<file path="config.mk">
export PLATFORM = sky130hd
export DESIGN_NAME = pixel_gather_scatter
export DESIGN_NICKNAME = d
export VERILOG_FILES = /design/src/rtl/pgs_pkg.sv /design/src/rtl/pgs_reduce.sv /design/src/rtl/pgs_split.sv /design/src/rtl/pgs_mulseq.sv /design/src/rtl/pixel_gather_scatter.sv
export SDC_FILE = /design/constraint.sdc
export NUM_CORES = 2
export LEC_CHECK = 0
export ABC_CLOCK_PERIOD_IN_PS = 23300
export BUFFER_PORTS_ARGS = -buffer_cell sky130_fd_sc_hd__buf_4
export CAP_MARGIN = 20
export CORE_MARGIN = 2
export CORE_UTILIZATION = 43
export DETAILED_ROUTE_END_ITERATION = 8
export GPL_ROUTABILITY_DRIVEN = 0
export GPL_TIMING_DRIVEN = 0
export PLACE_DENSITY = 0.66
export SYNTH_ARGS = -nofsm -noshare
export SYNTH_HDL_FRONTEND = slang
export SYNTH_SLANG_ARGS = --single-unit
</file>
<file path="constraint.sdc">
create_clock -name clk -period 23.3 [get_ports clk]
set_input_delay 2.33 -clock clk [delete_from_list [all_inputs] [get_ports clk]]
set_output_delay 2.33 -clock clk [all_outputs]
set_load 0.01 [all_outputs]
</file>
<file path="src/rtl/pgs_pkg.sv">
package pgs_pkg;
  localparam int DATA_W   = 32;
  localparam int LANES    = 4;
  localparam int FW_W     = 4;
  localparam int MAX_FW   = 8;

  typedef enum logic [1:0] {
    OP_ADD     = 2'b00,
    OP_MUL     = 2'b01,
    OP_OR      = 2'b10,
    OP_SCATTER = 2'b11
  } pgs_op_e;

  typedef logic [DATA_W-1:0] word_t;
endpackage

</file>
<file path="src/rtl/pgs_reduce.sv">
module pgs_reduce
  import pgs_pkg::*;
#(
  parameter int W = DATA_W,
  parameter int N = LANES
) (
  input  logic [W-1:0] lanes [N],
  input  logic         use_or,
  input  logic         sat,
  output logic [W-1:0] result
);
  localparam int SUM_W = W + $clog2(N) + 1;

  logic [SUM_W-1:0] sum;
  logic [W-1:0]     orv;

  always_comb begin
    sum = '0;
    orv = '0;
    for (int i = 0; i < N; i++) begin
      sum = sum + SUM_W'(lanes[i]);
      orv = orv | lanes[i];
    end
  end

  always_comb begin
    if (use_or)
      result = orv;
    else if (sat && (sum[SUM_W-1:W] != '0))
      result = '1;
    else
      result = sum[W-1:0];
  end
endmodule

</file>
<file path="src/rtl/pgs_split.sv">
module pgs_split
  import pgs_pkg::*;
#(
  parameter int W     = DATA_W,
  parameter int N     = LANES,
  parameter int FWW   = FW_W,
  parameter int FWMAX = MAX_FW
) (
  input  logic [W-1:0]   src,
  input  logic [FWW-1:0] width_eff,
  output logic [W-1:0]   fields [N]
);
  localparam int SH_W = $clog2(N * FWMAX + 1) + 1;

  logic [W-1:0] mask;

  always_comb begin
    mask = '0;
    for (int b = 0; b < FWMAX; b++)
      if (b < int'(width_eff)) mask[b] = 1'b1;
  end

  for (genvar g = 0; g < N; g++) begin : g_field
    logic [SH_W-1:0] sh;
    always_comb begin
      sh = SH_W'(g) * SH_W'(width_eff);
      fields[g] = (src >> sh) & mask;
    end
  end

  always_comb begin
    if (width_eff == '0)
      assert_zero_width_R8: assert (fields[N-1] == '0);
  end
endmodule

</file>
<file path="src/rtl/pgs_mulseq.sv">
module pgs_mulseq
  import pgs_pkg::*;
#(
  parameter int W = DATA_W,
  parameter int N = LANES
) (
  input  logic         clk,
  input  logic         rst_n,
  input  logic         load,
  input  logic [W-1:0] lanes [N],
  output logic         busy,
  output logic         last,
  output logic [W-1:0] next_low,
  output logic         next_ovf,
  output logic         next_zero
);
  localparam int STEPS  = N - 1;
  localparam int STEP_W = $clog2(STEPS + 1);

  logic [W-1:0]      acc;
  logic [W-1:0]      pend [STEPS];
  logic [STEP_W-1:0] step;
  logic              ovf_q, zero_q;
  logic [2*W-1:0]    prod;
  logic [W-1:0]      opnd;

  assign opnd      = pend[step];
  assign prod      = {{W{1'b0}}, acc} * {{W{1'b0}}, opnd};
  assign last      = busy && (step == STEP_W'(STEPS - 1));
  assign next_low  = prod[W-1:0];
  assign next_ovf  = ovf_q | (prod[2*W-1:W] != '0);
  assign next_zero = zero_q | (opnd == '0);

  always_ff @(posedge clk or negedge rst_n) begin
    if (!rst_n) begin
      acc    <= '0;
      step   <= '0;
      busy   <= 1'b0;
      ovf_q  <= 1'b0;
      zero_q <= 1'b0;
      for (int i = 0; i < STEPS; i++) pend[i] <= '0;
    end else if (load) begin
      acc    <= lanes[0];
      step   <= '0;
      busy   <= 1'b1;
      ovf_q  <= 1'b0;
      zero_q <= (lanes[0] == '0);
      for (int i = 0; i < STEPS; i++) pend[i] <= lanes[i+1];
    end else if (busy) begin
      acc    <= next_low;
      ovf_q  <= next_ovf;
      zero_q <= next_zero;
      step   <= step + 1'b1;
      if (last) busy <= 1'b0;
    end
  end

  assert_load_arms_R4: assert property (@(posedge clk) disable iff (!rst_n)
    load |=> (busy && step == '0));
  assert_steps_continue_R4: assert property (@(posedge clk) disable iff (!rst_n)
    (busy && !last) |=> busy);
  assert_last_releases_R4: assert property (@(posedge clk) disable iff (!rst_n)
    (last && !load) |=> !busy);
endmodule

</file>
<file path="src/rtl/pixel_gather_scatter.sv">
module pixel_gather_scatter
  import pgs_pkg::*;
#(
  parameter int W     = DATA_W,
  parameter int FWW   = FW_W,
  parameter int FWMAX = MAX_FW
) (
  input  logic           clk,
  input  logic           rst_n,
  input  logic           start,
  output logic           in_ready,
  input  logic [1:0]     opcode,
  input  logic           sat_en,
  input  logic [FWW-1:0] field_w,
  input  logic [W-1:0]   elem0,
  input  logic [W-1:0]   elem1,
  input  logic [W-1:0]   elem2,
  input  logic [W-1:0]   elem3,
  input  logic [W-1:0]   scalar_in,
  output logic [W-1:0]   res0,
  output logic [W-1:0]   res1,
  output logic [W-1:0]   res2,
  output logic [W-1:0]   res3,
  output logic           done
);
  localparam int N = LANES;

  logic [W-1:0]   lanes  [N];
  logic [W-1:0]   fields [N];
  logic [W-1:0]   res_q  [N];
  logic [W-1:0]   red_out;
  logic [FWW-1:0] w_eff;
  logic [FWW-1:0] w_q;
  pgs_op_e        op_in, op_q;
  logic           accept, mul_busy, mul_last, m_ovf, m_zero, sat_q;
  logic [W-1:0]   m_low;

  assign lanes[0] = elem0;
  assign lanes[1] = elem1;
  assign lanes[2] = elem2;
  assign lanes[3] = elem3;
  assign op_in    = pgs_op_e'(opcode);
  assign in_ready = !mul_busy;
  assign accept   = start && in_ready;
  assign w_eff    = (field_w > FWW'(FWMAX)) ? FWW'(FWMAX) : field_w;

  pgs_reduce #(.W(W), .N(N)) u_reduce (
    .lanes  (lanes),
    .use_or (op_in == OP_OR),
    .sat    (sat_en),
    .result (red_out)
  );

  pgs_split #(.W(W), .N(N), .FWW(FWW), .FWMAX(FWMAX)) u_split (
    .src       (scalar_in),
    .width_eff (w_eff),
    .fields    (fields)
  );

  pgs_mulseq #(.W(W), .N(N)) u_mul (
    .clk       (clk),
    .rst_n     (rst_n),
    .load      (accept && op_in == OP_MUL),
    .lanes     (lanes),
    .busy      (mul_busy),
    .last      (mul_last),
    .next_low  (m_low),
    .next_ovf  (m_ovf),
    .next_zero (m_zero)
  );

  always_ff @(posedge clk or negedge rst_n) begin
    if (!rst_n) begin
      done  <= 1'b0;
      op_q  <= OP_ADD;
      w_q   <= '0;
      sat_q <= 1'b0;
      for (int i = 0; i < N; i++) res_q[i] <= '0;
    end else begin
      done <= 1'b0;
      if (mul_last) begin
        done     <= 1'b1;
        res_q[0] <= (sat_q && !m_zero && m_ovf) ? '1 : m_low;
        for (int i = 1; i < N; i++) res_q[i] <= '0;
      end else if (accept) begin
        op_q  <= op_in;
        w_q   <= w_eff;
        sat_q <= sat_en;
        if (op_in == OP_SCATTER) begin
          done <= 1'b1;
          for (int i = 0; i < N; i++) res_q[i] <= fields[i];
        end else if (op_in != OP_MUL) begin
          done     <= 1'b1;
          res_q[0] <= red_out;
          for (int i = 1; i < N; i++) res_q[i] <= '0;
        end
      end
    end
  end

  assign res0 = res_q[0];
  assign res1 = res_q[1];
  assign res2 = res_q[2];
  assign res3 = res_q[3];

  assert_mul_completes_R4: assert property (@(posedge clk) disable iff (!rst_n)
    mul_last |=> done);
  assert_busy_start_dropped_R9: assert property (@(posedge clk) disable iff (!rst_n)
    (start && !in_ready && !mul_last) |=> !done);
  assert_gather_upper_zero_R2: assert property (@(posedge clk) disable iff (!rst_n)
    (done && op_q != OP_SCATTER) |-> (res1 == '0 && res2 == '0 && res3 == '0));
  assert_field_bounded_R7: assert property (@(posedge clk) disable iff (!rst_n)
    (done && op_q == OP_SCATTER) |->
      ((res0 >> w_q) == '0 && (res1 >> w_q) == '0 &&
       (res2 >> w_q) == '0 && (res3 >> w_q) == '0));
  assert_hold_results_R10: assert property (@(posedge clk) disable iff (!rst_n)
    (!accept && !mul_last) |=> ($stable(res0) && $stable(res3) && !done));
endmodule

</file>
==> flow_summary.yaml <==
outcome:
  status: "finished, final reports clean"
critical_path:
  path_common_cell: "fa_1"
  ff2ff_path_depth: 30
  timing.critical_path.buf_inv: 7
  worst_setup_path_end_kind: "flip-flop"
  worstPathMaxFanout: 10
  critPathMaxStageDelay_ps: 950
  worstSetupPathDepth: 30
  worstSetupPathType: "flip-flop to flip-flop"
  cp_data_arrival_time_ps: 13730
  cp_slowest_cell: "buf_1"
  reg2reg_setup_slack_ps: 9870
  worst_path_dominant_cell_family: "adder cells"
  cp_data_required_time_ps: 23610
  startpoint_type: "flip-flop"
sta:
  timing.max_slew.rel_slack: 0.183
  fmaxAchievable_mhz: 74.5
  finalSetupViolations: 0
  final_period_utilization: 0.576
  timing_max_transition_violations_final: 0
  final.hold.worst_slack_ps: 481
  hold_viol: 0
  finalSetupTns_ps: 0
  tightest_slew_ps: 1230
  worst_clock_skew_ps: 15.6
  final.min_clock_period_ps: 13430
  grt_setup_unrepaired: "no"
worst_hold_path:
  hp-class: "flip-flop to flip-flop"
  hold_path_depth: 2
synthesis:
  ys_async_sr_fraction: 1.00
  yosys-top-cells-count: "inv_1, fa_1, nand2_1"
  synth_top_area_frac: 0.379
  post_synth_num_cell_types: 77
  synthMostInstantiatedCell: "inv_1"
  synth.cell_area_um2: 49200
  ys_top_cells_by_area: "fa_1, dfrtp_1, ha_1"
  synthFlopType: "dfrtp_1"
  synthesis.area_per_instance_um2: 8.85
  yosysWarningCount: 0
  synth_edf_count: 0
  synth_cells: 5564
  synth_area_leader_cell: "fa_1"
  ys_seq_elements: 191
  synth-seq-area-share: 0.0971
clock_tree:
  clkSlewWorstSetupHoldPaths_ps: 70
  root_buffer: "clkbuf_16"
  cts_max_level: 4
  post_cts_buffers: 0
  post_cts_resized: 0
  cts_inserted_buffers: 17
  clockBufferDepth: 2
  number_of_buffers_inserted_for_hold_repair_after_clock_tree_synthesis: 0
  cts_tree: "yes"
  worstSkewPairLatency_ps: 470
  clock_sink_count: 191
final_layout:
  drive_gt1_frac: 0.0730
  n_fill_cell: 11100
  utilization: 0.474
  area_growth_pct: 9.65
  num-nets-final: 7373
global_routing:
  number_of_antenna_violations_at_the_first_check_in_global_routing: 8
  grt_usage: 0.323
  vias_in_the_first_global_route: 43900
  overflow: 0
  grt_start_max_net_pins: 98
  grt_pass1_wl_um: 280000
die:
  floorplan.initialDensity: 0.432
  ioPinCount: 300
  fp.dieW_um: 342
  core-area_um2: 114000
  design.die.area_um2: 117000
  die_y_um: 342
  std_cell_rows: 124
route:
  route.detailed.drc: 0
  drt-total-wl_um: 189000
  initialDrtViolationCount: 4941
  drt_first_pass_iters: 9
  post_drt_via_cell_ratio: 5.77
  vias: 43000
  wl_per_cell_um: 25.4
  postRouteAntennaNets: 0
flow_run:
  number_of_max_capacitance_violations_reported: 0
placed_design:
  io_buffer_count: 225
  post-dp-hpwl_um: 157000
[cell usage in the layout, fill, tap and decap left out, types with 72 or more instances in the layout]
master    count
nand2_1     691
conb_1       72
ha_1        364
o21ai_0     207
and2_1      625
inv_1       975
clkbuf_1    287
nor2_1      163
mux2i_1      84
buf_4       317
fa_1        931
a21oi_1     186
dfrtp_1     191
[state kept, by name, summed over array words and instances, names as in the netlist, 2 cells and up]
signal      count
res0           32
res2            8
res1            8
u_mul.step      2
res3            8
u_mul.pend     96
u_mul.acc      32
[area by class of cell]
class / count / area (um2) / area share
Timing Repair Buffer: 254 / 1950 / 0.0362
Clock buffer: 22 / 454 / 0.00842
Multi-Input combinational cell: 4075 / 39300 / 0.727
Inverter: 980 / 3680 / 0.0682
Tap cell: 1512 / 1890 / 0.0351
Antenna cell: 10 / 25.0 / 0.000464
Buffer: 389 / 1770 / 0.0328
Clock inverter: 10 / 159 / 0.00294
Sequential cell: 191 / 4780 / 0.0886
[path summary, 6_finish.rpt]
check                               start              to
max in group asynchronous           rst_n   u_mul.acc[27]
min in group asynchronous           rst_n         res2[5]
setup reg to reg            u_mul.step[0]        res0[30]
hold reg to reg            u_mul.pend[58]  u_mul.pend[58]
hold / removal             u_mul.pend[58]  u_mul.pend[58]
setup / recovery            u_mul.step[0]        res0[30]
[metrics by stage]
stage               cell area [um2]  setup WS [ps]  std cells
floorplan                     49500          13990       5635
global route                  53900          10000       7434
CTS                           53900          10400       7428
finish                        54000           9870       7443
global placement              53100           9450       7372
detailed placement            53300          10430       7396
[cell families after synthesis]
logic type      after synthesis  share of synthesized area
compound gates              793                      0.103
xor+xnor                    103                     0.0183
fa+ha+maj                  1295                      0.471
buf+inv                    1369                      0.111
flops                       191                     0.0971
mux                         109                     0.0271
other cells                   1                  0.0000762
simple gates               1703                      0.173
[layer usage]
metal	global-route usage	vias up	part of all wire
li1	-	18000	-
met1	0.403	21400	0.36
met2	0.492	2929	0.44
met3	0.0998	706	0.13
met4	0.196	8	0.078
met5	0	-	0.00029
[worst min-delay path, stage by stage, from the launching register on]
cell	delay [ps]
dfrtp_1	340
nand2_1	50
o21ai_0	60
Power is left out: the tool's default activity adds up to more than one toggle a clock period on the data nets, which glitch-free logic cannot reach.
